===== src/rtl/wdt_unlock_pkg.sv =====
package wdt_unlock_pkg;

    localparam int ADDR_W_DEF    = 4;
    localparam int DATA_W_DEF    = 32;
    localparam int PRELOAD_W_DEF = 20;

    // bus access size codes
    localparam logic [1:0] SZ_BYTE = 2'd0;
    localparam logic [1:0] SZ_HALF = 2'd1;
    localparam logic [1:0] SZ_WORD = 2'd2;

    // offsets inside the window
    localparam logic [7:0] OFS_PHASE1 = 8'h00;
    localparam logic [7:0] OFS_PHASE2 = 8'h04;
    localparam logic [7:0] OFS_CTL    = 8'h0C;

    // key values and control bits
    localparam logic [15:0] KEY_FIRST   = 16'h0080;
    localparam logic [15:0] KEY_SECOND  = 16'h0086;
    localparam int          BIT_KICK    = 8;
    localparam int          BIT_CLR_LO  = 9;
    localparam int          BIT_CLR_HI  = 12;
    localparam logic [31:0] FLAG_RVALUE = 32'h0000_1200;

    typedef enum logic [1:0] {
        LK_IDLE  = 2'd0,
        LK_ARMED = 2'd1,
        LK_OPEN  = 2'd2
    } lock_e;

    typedef struct packed {
        logic wr;
        logic rd;
        logic byte_sz;
        logic half_sz;
        logic word_sz;
        logic at_p1;
        logic at_p2;
        logic at_ctl;
        logic key_first;
        logic key_second;
    } access_t;

    typedef struct packed {
        logic p1;
        logic p2;
        logic kick;
        logic clr;
    } strobe_t;

endpackage


===== src/rtl/wdt_access_decode.sv =====
module wdt_access_decode
    import wdt_unlock_pkg::*;
#(
    parameter int ADDR_W = ADDR_W_DEF,
    parameter int DATA_W = DATA_W_DEF
) (
    input  logic              wr_en,
    input  logic              rd_en,
    input  logic [ADDR_W-1:0] addr,
    input  logic [1:0]        size,
    input  logic [DATA_W-1:0] wdata,
    output access_t           acc
);
    localparam int HALF_W = (DATA_W < 16) ? DATA_W : 16;

    logic [DATA_W-1:0] masked;
    logic              any_sz;

    always_comb begin
        masked = '0;
        unique case (size)
            SZ_BYTE: masked[7:0]        = wdata[7:0];
            SZ_HALF: masked[HALF_W-1:0] = wdata[HALF_W-1:0];
            SZ_WORD: masked             = wdata;
            default: masked             = '0;
        endcase
    end

    assign any_sz = (size == SZ_BYTE) || (size == SZ_HALF) || (size == SZ_WORD);

    always_comb begin
        acc            = '0;
        acc.wr         = wr_en && any_sz;
        acc.rd         = rd_en && any_sz;
        acc.byte_sz    = (size == SZ_BYTE);
        acc.half_sz    = (size == SZ_HALF);
        acc.word_sz    = (size == SZ_WORD);
        acc.at_p1      = (addr == OFS_PHASE1[ADDR_W-1:0]);
        acc.at_p2      = (addr == OFS_PHASE2[ADDR_W-1:0]);
        acc.at_ctl     = (addr == OFS_CTL[ADDR_W-1:0]);
        acc.key_first  = acc.at_ctl && (masked == DATA_W'(KEY_FIRST));
        acc.key_second = acc.at_ctl && (masked == DATA_W'(KEY_SECOND));
    end

endmodule


===== src/rtl/wdt_lock_fsm.sv =====
module wdt_lock_fsm
    import wdt_unlock_pkg::*;
(
    input  logic    clk,
    input  logic    rst,
    input  access_t acc,
    output lock_e   state,
    output logic    take
);
    lock_e nxt;

    always_comb begin
        nxt  = state;
        take = 1'b0;
        if (acc.wr) begin
            if (acc.key_first) begin
                nxt = LK_ARMED;
            end else if (acc.key_second && state == LK_ARMED) begin
                nxt = LK_OPEN;
            end else if (state == LK_OPEN && !acc.byte_sz) begin
                take = 1'b1;
                nxt  = LK_IDLE;
            end
        end
    end

    always_ff @(posedge clk) begin
        if (rst) state <= LK_IDLE;
        else     state <= nxt;
    end

endmodule


===== src/rtl/wdt_action_gen.sv =====
module wdt_action_gen
    import wdt_unlock_pkg::*;
#(
    parameter int DATA_W    = DATA_W_DEF,
    parameter int PRELOAD_W = PRELOAD_W_DEF
) (
    input  logic                 clk,
    input  logic                 rst,
    input  access_t              acc,
    input  logic [DATA_W-1:0]    wdata,
    input  logic                 take,
    input  logic                 flag_in,
    output strobe_t              strobes,
    output logic [PRELOAD_W-1:0] preload,
    output logic [DATA_W-1:0]    rdata
);
    strobe_t           stb_d;
    logic [DATA_W-1:0] rdata_d;
    logic              ctl_half;

    assign ctl_half = take && acc.half_sz && acc.at_ctl;

    always_comb begin
        stb_d      = '0;
        stb_d.p1   = take && acc.word_sz && acc.at_p1;
        stb_d.p2   = take && acc.word_sz && acc.at_p2;
        stb_d.kick = ctl_half && wdata[BIT_KICK];
        stb_d.clr  = ctl_half && (wdata[BIT_CLR_LO] || wdata[BIT_CLR_HI]);
    end

    always_comb begin
        rdata_d = '0;
        if (acc.rd && acc.half_sz && acc.at_ctl && flag_in)
            rdata_d = DATA_W'(FLAG_RVALUE);
    end

    always_ff @(posedge clk) begin
        if (rst) begin
            strobes <= '0;
            preload <= '0;
            rdata   <= '0;
        end else begin
            strobes <= stb_d;
            rdata   <= rdata_d;
            if (stb_d.p1 || stb_d.p2)
                preload <= wdata[PRELOAD_W-1:0];
        end
    end

endmodule


===== src/rtl/wdt_unlock_front.sv =====
module wdt_unlock_front
    import wdt_unlock_pkg::*;
#(
    parameter int ADDR_W    = ADDR_W_DEF,
    parameter int DATA_W    = DATA_W_DEF,
    parameter int PRELOAD_W = PRELOAD_W_DEF
) (
    input  logic                 clk,
    input  logic                 rst,
    input  logic                 wr_en,
    input  logic                 rd_en,
    input  logic [ADDR_W-1:0]    addr,
    input  logic [1:0]           size,
    input  logic [DATA_W-1:0]    wdata,
    output logic [DATA_W-1:0]    rdata,
    input  logic                 prev_reboot_flag,
    output logic                 phase1_load,
    output logic                 phase2_load,
    output logic [PRELOAD_W-1:0] preload_value,
    output logic                 kick,
    output logic                 reboot_flag_clear
);
    access_t acc;
    lock_e   lock_state;
    logic    take;
    strobe_t strobes;

    wdt_access_decode #(.ADDR_W(ADDR_W), .DATA_W(DATA_W)) u_decode (
        .wr_en (wr_en),
        .rd_en (rd_en),
        .addr  (addr),
        .size  (size),
        .wdata (wdata),
        .acc   (acc)
    );

    wdt_lock_fsm u_fsm (
        .clk   (clk),
        .rst   (rst),
        .acc   (acc),
        .state (lock_state),
        .take  (take)
    );

    wdt_action_gen #(.DATA_W(DATA_W), .PRELOAD_W(PRELOAD_W)) u_action (
        .clk     (clk),
        .rst     (rst),
        .acc     (acc),
        .wdata   (wdata),
        .take    (take),
        .flag_in (prev_reboot_flag),
        .strobes (strobes),
        .preload (preload_value),
        .rdata   (rdata)
    );

    assign phase1_load       = strobes.p1;
    assign phase2_load       = strobes.p2;
    assign kick              = strobes.kick;
    assign reboot_flag_clear = strobes.clr;

endmodule


===== config.mk =====
export PLATFORM = sky130hd
export DESIGN_NAME = wdt_unlock_front
export DESIGN_NICKNAME = d
export VERILOG_FILES = /design/src/rtl/wdt_unlock_pkg.sv /design/src/rtl/wdt_access_decode.sv /design/src/rtl/wdt_lock_fsm.sv /design/src/rtl/wdt_action_gen.sv /design/src/rtl/wdt_unlock_front.sv
export SDC_FILE = /design/constraint.sdc
export NUM_CORES = 1
export LEC_CHECK = 0
export ABC_AREA = 1
export ABC_CLOCK_PERIOD_IN_PS = 1710
export BUFFER_PORTS_ARGS = -buffer_cell sky130_fd_sc_hd__clkbuf_2
export CAP_MARGIN = 20
export CORE_MARGIN = 1
export CORE_UTILIZATION = 40
export CTS_BUF_LIST = sky130_fd_sc_hd__clkbuf_4 sky130_fd_sc_hd__clkbuf_8
export DETAILED_ROUTE_END_ITERATION = 8
export GPL_TIMING_DRIVEN = 1
export PLACE_DENSITY = 0.74
export SETUP_SLACK_MARGIN = 0.05
export SLEW_MARGIN = 20
export SYNTH_ARGS = -nofsm -noshare
export SYNTH_HDL_FRONTEND = slang
export SYNTH_SLANG_ARGS = --single-unit

===== constraint.sdc =====
create_clock -name clk -period 1.71 [get_ports clk]
set_input_delay 0.0855 -clock clk [delete_from_list [all_inputs] [get_ports clk]]
set_output_delay 0.0855 -clock clk [all_outputs]
set_load 0.01 [all_outputs]

# Word level (Yosys, flattened, before mapping)
# Cells that the tools add are included.
[totals]
regBits = 58
inputBits = 43
output_inout_bits = 56
elab_cells = 53
[op_classes]
eq_ne = 8
n_mux = 11
n_reduce_logical = 27
[ops]
columns = ["op", "n"]
rows = [
  ["== test 32 x 8 -> 1 bit (second input constant)", 2],
  ["logical AND 1 bit", 16],
  ["2-to-1 mux 16 bit", 1],
  ["2-to-1 mux 8 bit", 2],
  ["2-to-1 mux 13 bit", 1],
  ["2-to-1 mux 2 bit", 3],
  ["== test 2 x 1 -> 1 bit (second input constant)", 2],
  ["== test 2 bit (second input constant)", 2],
  ["== test 4 x 3 -> 1 bit (second input constant)", 1],
  ["== test 4 bit (second input constant)", 1],
  ["zero test 4 bit", 1],
  ["logical OR 1 bit", 4],
  ["2-to-1 mux 1 bit", 4],
  ["nonzero test 3 bit", 1],
  ["OR reduction 3 bit", 1],
  ["zero test 2 bit", 1],
  ["AND reduction 2 bit", 1],
  ["OR reduction 2 bit", 1],
  ["zero test 1 bit", 1],
]

# Longest topological paths before layout
[logic_depth]
ltp_word = 12
depth_mapped = 14
mapped_depth_nobuf = 12

# Modules after synthesis
# Synthesis repeated with hierarchy kept, for this count alone.
[unflattened]
hier_cells = 251
hier_area_um2 = 1722.9
[by_module_without_submodules]
columns = ["module", "n_inst", "cells_per_inst", "area_per_inst_um2", "seq_area_each_um2"]
rows = [
  ["wdt_action_gen", 1, 180, 1350.0, 500.5],
  ["wdt_access_decode", 1, 51, 247.7, 0.0],
  ["wdt_lock_fsm", 1, 20, 125.1, 40.0],
]

# Worst setup path after synthesis
# No wires, ideal clock.
[synth_path]
path_kind = "input-to-reg"
startpoint = "input size[0]"
endpoint = "register u_action.preload[11]"
setup_ns = 0.113
arrival_time_ns = 1.402
t_required_ns = 1.597
slack_ns = 0.196
path_stages = 14
n_path_buf = 2
path_cell_list = "inv_1 -> ha_1 -> buf_6 -> nand2_1 -> nand2_1 -> nor2_1 -> nand2_1 -> nor2_2 -> nand3_2 -> nand3_4 -> buf_6 -> nand2_1 -> nand2_1 -> nor2_1"
[synth_via]
elab_chain_cells = 12
elab_cells_between_ends = 26
classes_between = "4 x eq/ne; 7 x mux; 15 x reduce/logical"
[synth_rtl]
columns = ["item", "line_no", "rtl"]
rows = [
  ["from (decl)", "wdt_unlock_front.sv:13", "input logic [1:0] size,"],
  ["== test 2 bit, or another cell as far along", "wdt_access_decode.sv:21, wdt_access_decode.sv:29, wdt_access_decode.sv:37", ""],
  ["OR reduction 3 bit (no line) / OR reduction 2 bit (equally long branches)", "--", ""],
  ["2-to-1 mux 8 bit", "wdt_access_decode.sv:21", "unique case (size)"],
  ["== test 32 x 8 -> 1 bit", "wdt_access_decode.sv:42", "acc.key_second = acc.at_ctl && (masked == DATA_W'(KEY_SECOND));"],
  ["logical AND 1 bit", "wdt_access_decode.sv:42", ""],
  ["logical AND 1 bit", "wdt_lock_fsm.sv:18", "end else if (acc.key_second && state == LK_ARMED) begin"],
  ["2-to-1 mux 1 bit", "wdt_lock_fsm.sv:18", ""],
  ["2-to-1 mux 1 bit", "wdt_lock_fsm.sv:16", "if (acc.key_first) begin"],
  ["2-to-1 mux 1 bit", "wdt_lock_fsm.sv:15", "if (acc.wr) begin"],
  ["logical AND 1 bit (*)", "wdt_action_gen.sv:25, wdt_action_gen.sv:26", ""],
  ["logical AND 1 bit (on tied branches)", "wdt_action_gen.sv:25, wdt_action_gen.sv:26", ""],
  ["logical OR 1 bit (*)", "wdt_action_gen.sv:45", "if (stb_d.p1 || stb_d.p2)"],
  ["to (signal assigned)", "wdt_action_gen.sv:46", "preload <= wdata[PRELOAD_W-1:0];"],
  ["to (decl)", "wdt_action_gen.sv:14", "output logic [PRELOAD_W-1:0] preload,"],
]
# Every way passes the cells marked *; elsewhere a longest branch is shown, timed or not.
# A chain may end at the register's enable or synchronous reset.

# Worst setup path in the final report
[layout_path]
startpoint = "register u_fsm.state[1]"
endpoint = "register u_action.preload[14]"
[layout_via]
elab_chain_cells = 9
elab_cells_between_ends = 12
classes_between = "2 x eq/ne; 4 x mux; 6 x reduce/logical"
[layout_rtl]
columns = ["item", "line_no", "rtl"]
rows = [
  ["from (decl)", "wdt_lock_fsm.sv:7", "output lock_e state,"],
  ["from (signal assigned)", "wdt_lock_fsm.sv:29", "else state <= nxt;"],
  ["== test 2 bit", "wdt_lock_fsm.sv:20", "end else if (state == LK_OPEN && !acc.byte_sz) begin"],
  ["logical AND 1 bit", "wdt_lock_fsm.sv:20", ""],
  ["2-to-1 mux 1 bit", "wdt_lock_fsm.sv:20", ""],
  ["2-to-1 mux 1 bit (*)", "wdt_lock_fsm.sv:18", ""],
  ["2-to-1 mux 1 bit (*)", "wdt_lock_fsm.sv:16", ""],
  ["2-to-1 mux 1 bit (*)", "wdt_lock_fsm.sv:15", ""],
  ["logical AND 1 bit (*)", "wdt_action_gen.sv:25, wdt_action_gen.sv:26", ""],
  ["logical AND 1 bit (on tied branches)", "wdt_action_gen.sv:25, wdt_action_gen.sv:26", ""],
  ["logical OR 1 bit (*)", "wdt_action_gen.sv:45", ""],
]
# Marks and branches as above.

==> results.json <==
{
  "outcome": "finished, final reports clean",
  "r2r-start": "u_fsm.state[1]",
  "end_kind": "register",
  "ys_ff_latch": 27,
  "slowest_delay_ps": 420,
  "n_antenna_cell": 0,
  "track_usage_pct": 15.1,
  "final.min_clock_period_ps": 1480,
  "r2r_cells": 7,
  "setup_viol_count_final": 0,
  "rsz0062_at_grt": "false",
  "avgSynthCellArea_um2": 6.59,
  "critPathLaunchType": "register",
  "initial_core_util_pct": 42.0,
  "path_clk_slew_ps": 90,
  "cts.path.max_buffers": 2,
  "switching_power_uw": 289,
  "fin_crit_sh_pct": 86.4,
  "min_path_cells": 2,
  "crit_family": "simple AND/OR/NAND/NOR gates",
  "vias": 1549,
  "avgViaCountPerCell": 4.11,
  "path_max_fanout": 14,
  "hp-start": "addr[2]",
  "rows": 23,
  "maxCapViolCount": 0,
  "nFillCells": 439,
  "p_sw_share_pct": 24.9,
  "timing.rr.end": "u_action.preload[14]",
  "wl_per_cell_um": 8.75,
  "ys_types": 25,
  "min_to": "u_action.strobes[3]",
  "port_buffers": 68,
  "min_path_type": "in -> reg",
  "dieArea_um2": 4500,
  "htree_levels": 1,
  "drive_above_1_share_pct": 27.8,
  "clock_skew_ps": 3.67,
  "clock-root-buffer": "clkbuf_8",
  "fin_tns_setup_ps": 0,
  "seqPwrFrac_pct": 54.0,
  "hold_buffers": 0,
  "final_nets": 375,
  "slowest_stage": "or3b_4",
  "path_buf_inv": 1,
  "cts_resized": 0,
  "crit_chain": "or3b_4, nor2_4, nand3_4, buf_12, nand2_1, nand2_1, nor2_1",
  "power_leakage_uw": 0.00119,
  "crit_type": "reg -> reg",
  "ir_worst_vdd_mv": 0.335,
  "io_pins": 99,
  "power_frac_comb_pct": 14.2,
  "drt-initial-drc-count": 89,
  "cts.sinks": 27,
  "required_ps": 1920,
  "cts_setup_buffers": 0,
  "worst_skew_pair.late_latency_ps": 270,
  "internal-power_uw": 873,
  "antenna_found_initial": 0,
  "hpwl_um": 2720,
  "syn_inst": 257,
  "finalHoldViolCount": 0,
  "critPathLaunch": "u_fsm.state[1]",
  "gp_congestion": 0.836,
  "drc": 0,
  "drt-total-wl_um": 3300,
  "cts_buffers": 3,
  "die_h_um": 67.1,
  "cp_common_cell": "nand2_1",
  "slew_violations": 0,
  "p_per_area_nw_per_um2": 568,
  "drtPass1Iterations": 4,
  "hold_ws_ps": 11.0,
  "clkPwrFrac_pct": 31.8,
  "core-area_um2": 4030,
  "ant_nets": 0,
  "overflow": 0,
  "r2r_setup_slack_ps": 230,
  "synth_area_um2": 1690,
  "ys_warn_count": 0,
  "tritoncts": "done",
  "ys_seq_area_share_pct": 31.9,
  "die_x_um": 67.1,
  "crit_arrival_ps": 1680,
  "grt_pass1_wl_um": 5280,
  "grt_max_degree": 19,
  "grt_pass1_vias": 1307,
  "area_growth_pct": 20.9,
  "timing.fmax_mhz": 677
}
-- registers in the layout (all words and copies together), names as in the netlist --
signal and cells:
u_fsm.state 2, u_action.preload 20, u_action.strobes 4, u_action.rdata 1
-- layout by cell type (no fill, tap or decap) --
cell type,netlist,final
clkinv_1,1,1
nor3b_2,2,2
nand3_2,1,1
conb_1,1,30
or2_4,1,1
nor3b_1,1,1
dfxtp_1,27,27
nand3_4,1,1
nand2_1,73,73
inv_1,27,27
buf_12,0,3
o21ai_0,3,3
nand3b_1,1,1
clkbuf_4,0,1
clkbuf_2,0,68
a21oi_1,2,2
nor2_4,1,1
nor2_1,57,57
nand3_1,4,4
nand4_1,2,2
nor3_1,2,2
buf_4,31,4
ha_1,4,4
nor2_2,5,5
or3b_4,1,1
clkbuf_8,0,3
nor4_1,2,2
-- power groups by stage --
stage               Clock [uW]  Sequential (uW)  Combinational (uW)
floorplan                    0              643                 142
global placement             0              643                 164
detailed placement           0              643                 164
CTS                        388              628                 165
global route               414              628                 190
finish                     370              628                 165
-- cell type report --
cell class / count / area [um2] / area share (%)
Inverter: 28 / 105 / 5.13
Timing Repair Buffer: 75 / 430 / 21.0
Multi-Input combinational cell: 193 / 861 / 42.0
Clock buffer: 4 / 48.8 / 2.38
Tap cell: 50 / 62.6 / 3.05
Sequential cell: 27 / 541 / 26.4
-- how the worst max path moves through the flow --
stage                            to  depth (start not counted)  slack [ps]
3_5_place_dp   u_action.preload[14]                         14          -8
6_report       u_action.preload[14]                          7         230
3_3_place_gp   u_action.preload[12]                         14          40
2_1_floorplan  u_action.preload[11]                         14         200
4_1_cts        u_action.preload[13]                          7         230
5_1_grt         u_action.preload[9]                         14         120
-- synth_stat cells --
cell type	number	area, um2
clkinv_1	1	3.75
buf_4	31	233
nand4_1	2	12.5
nand3_1	4	20.0
inv_1	27	101
dfxtp_1	27	541
o21ai_0	3	15.0
buf_6	5	56.3
ha_1	4	50.1
nor3b_1	1	7.51
nor2_4	1	11.3
or3b_4	1	11.3
nand3_4	1	17.5
nand2_1	73	274
nor2_2	5	31.3
nor2_1	57	214
nand3_2	1	10.0
nor3b_2	2	25.0
nor4_1	2	12.5
buf_1	2	7.51
or2_4	1	8.76
nor3_1	2	10.0
conb_1	1	3.75
nand3b_1	1	7.51
a21oi_1	2	10.0
-- through the flow --
stage          cells  utilization, %  total power [uW]  setup slack, ps  cell area [um2]
2_1_floorplan    286               -               785              196             1800
4_1_cts          377            50.8              1180              229             2050
6_report         377            50.8              1160              233             2050
5_1_grt          377            50.8              1230              122             2050
3_3_place_gp     373            49.6               807             40.0             2000
3_5_place_dp     373            49.6               807            -7.74             2000
-- routing by layer --
metal	part of all wire, %	vias to the layer above	global-route usage, %	routed length (um)
met3	7.4	2	4.11	244
li1	-	846	-	-
met4	0.36	0	2.93	12
met2	48	63	27.4	1580
met5	0	-	0	0
met1	44	638	17.4	1460
-- cells by family after synthesis --
| logic type | after synthesis | share of synthesized area [%] |
|---|---|---|
| and+or+nand+nor | 154 | 39.7 |
| buffers and inverters | 66 | 23.7 |
| DFF | 27 | 31.9 |
| AOI/OAI and AO/OA | 5 | 1.48 |
| adders and majority gates | 4 | 2.95 |
| other | 1 | 0.221 |
-- worst register-to-register path: stages (launching register included) --
cell and delay, ps:
dfxtp_1 360, or3b_4 420, nor2_4 130, nand3_4 130, buf_12 170, nand2_1 70
nand2_1 50, nor2_1 100
No activity file was read; power rests on OpenSTA's default activity.
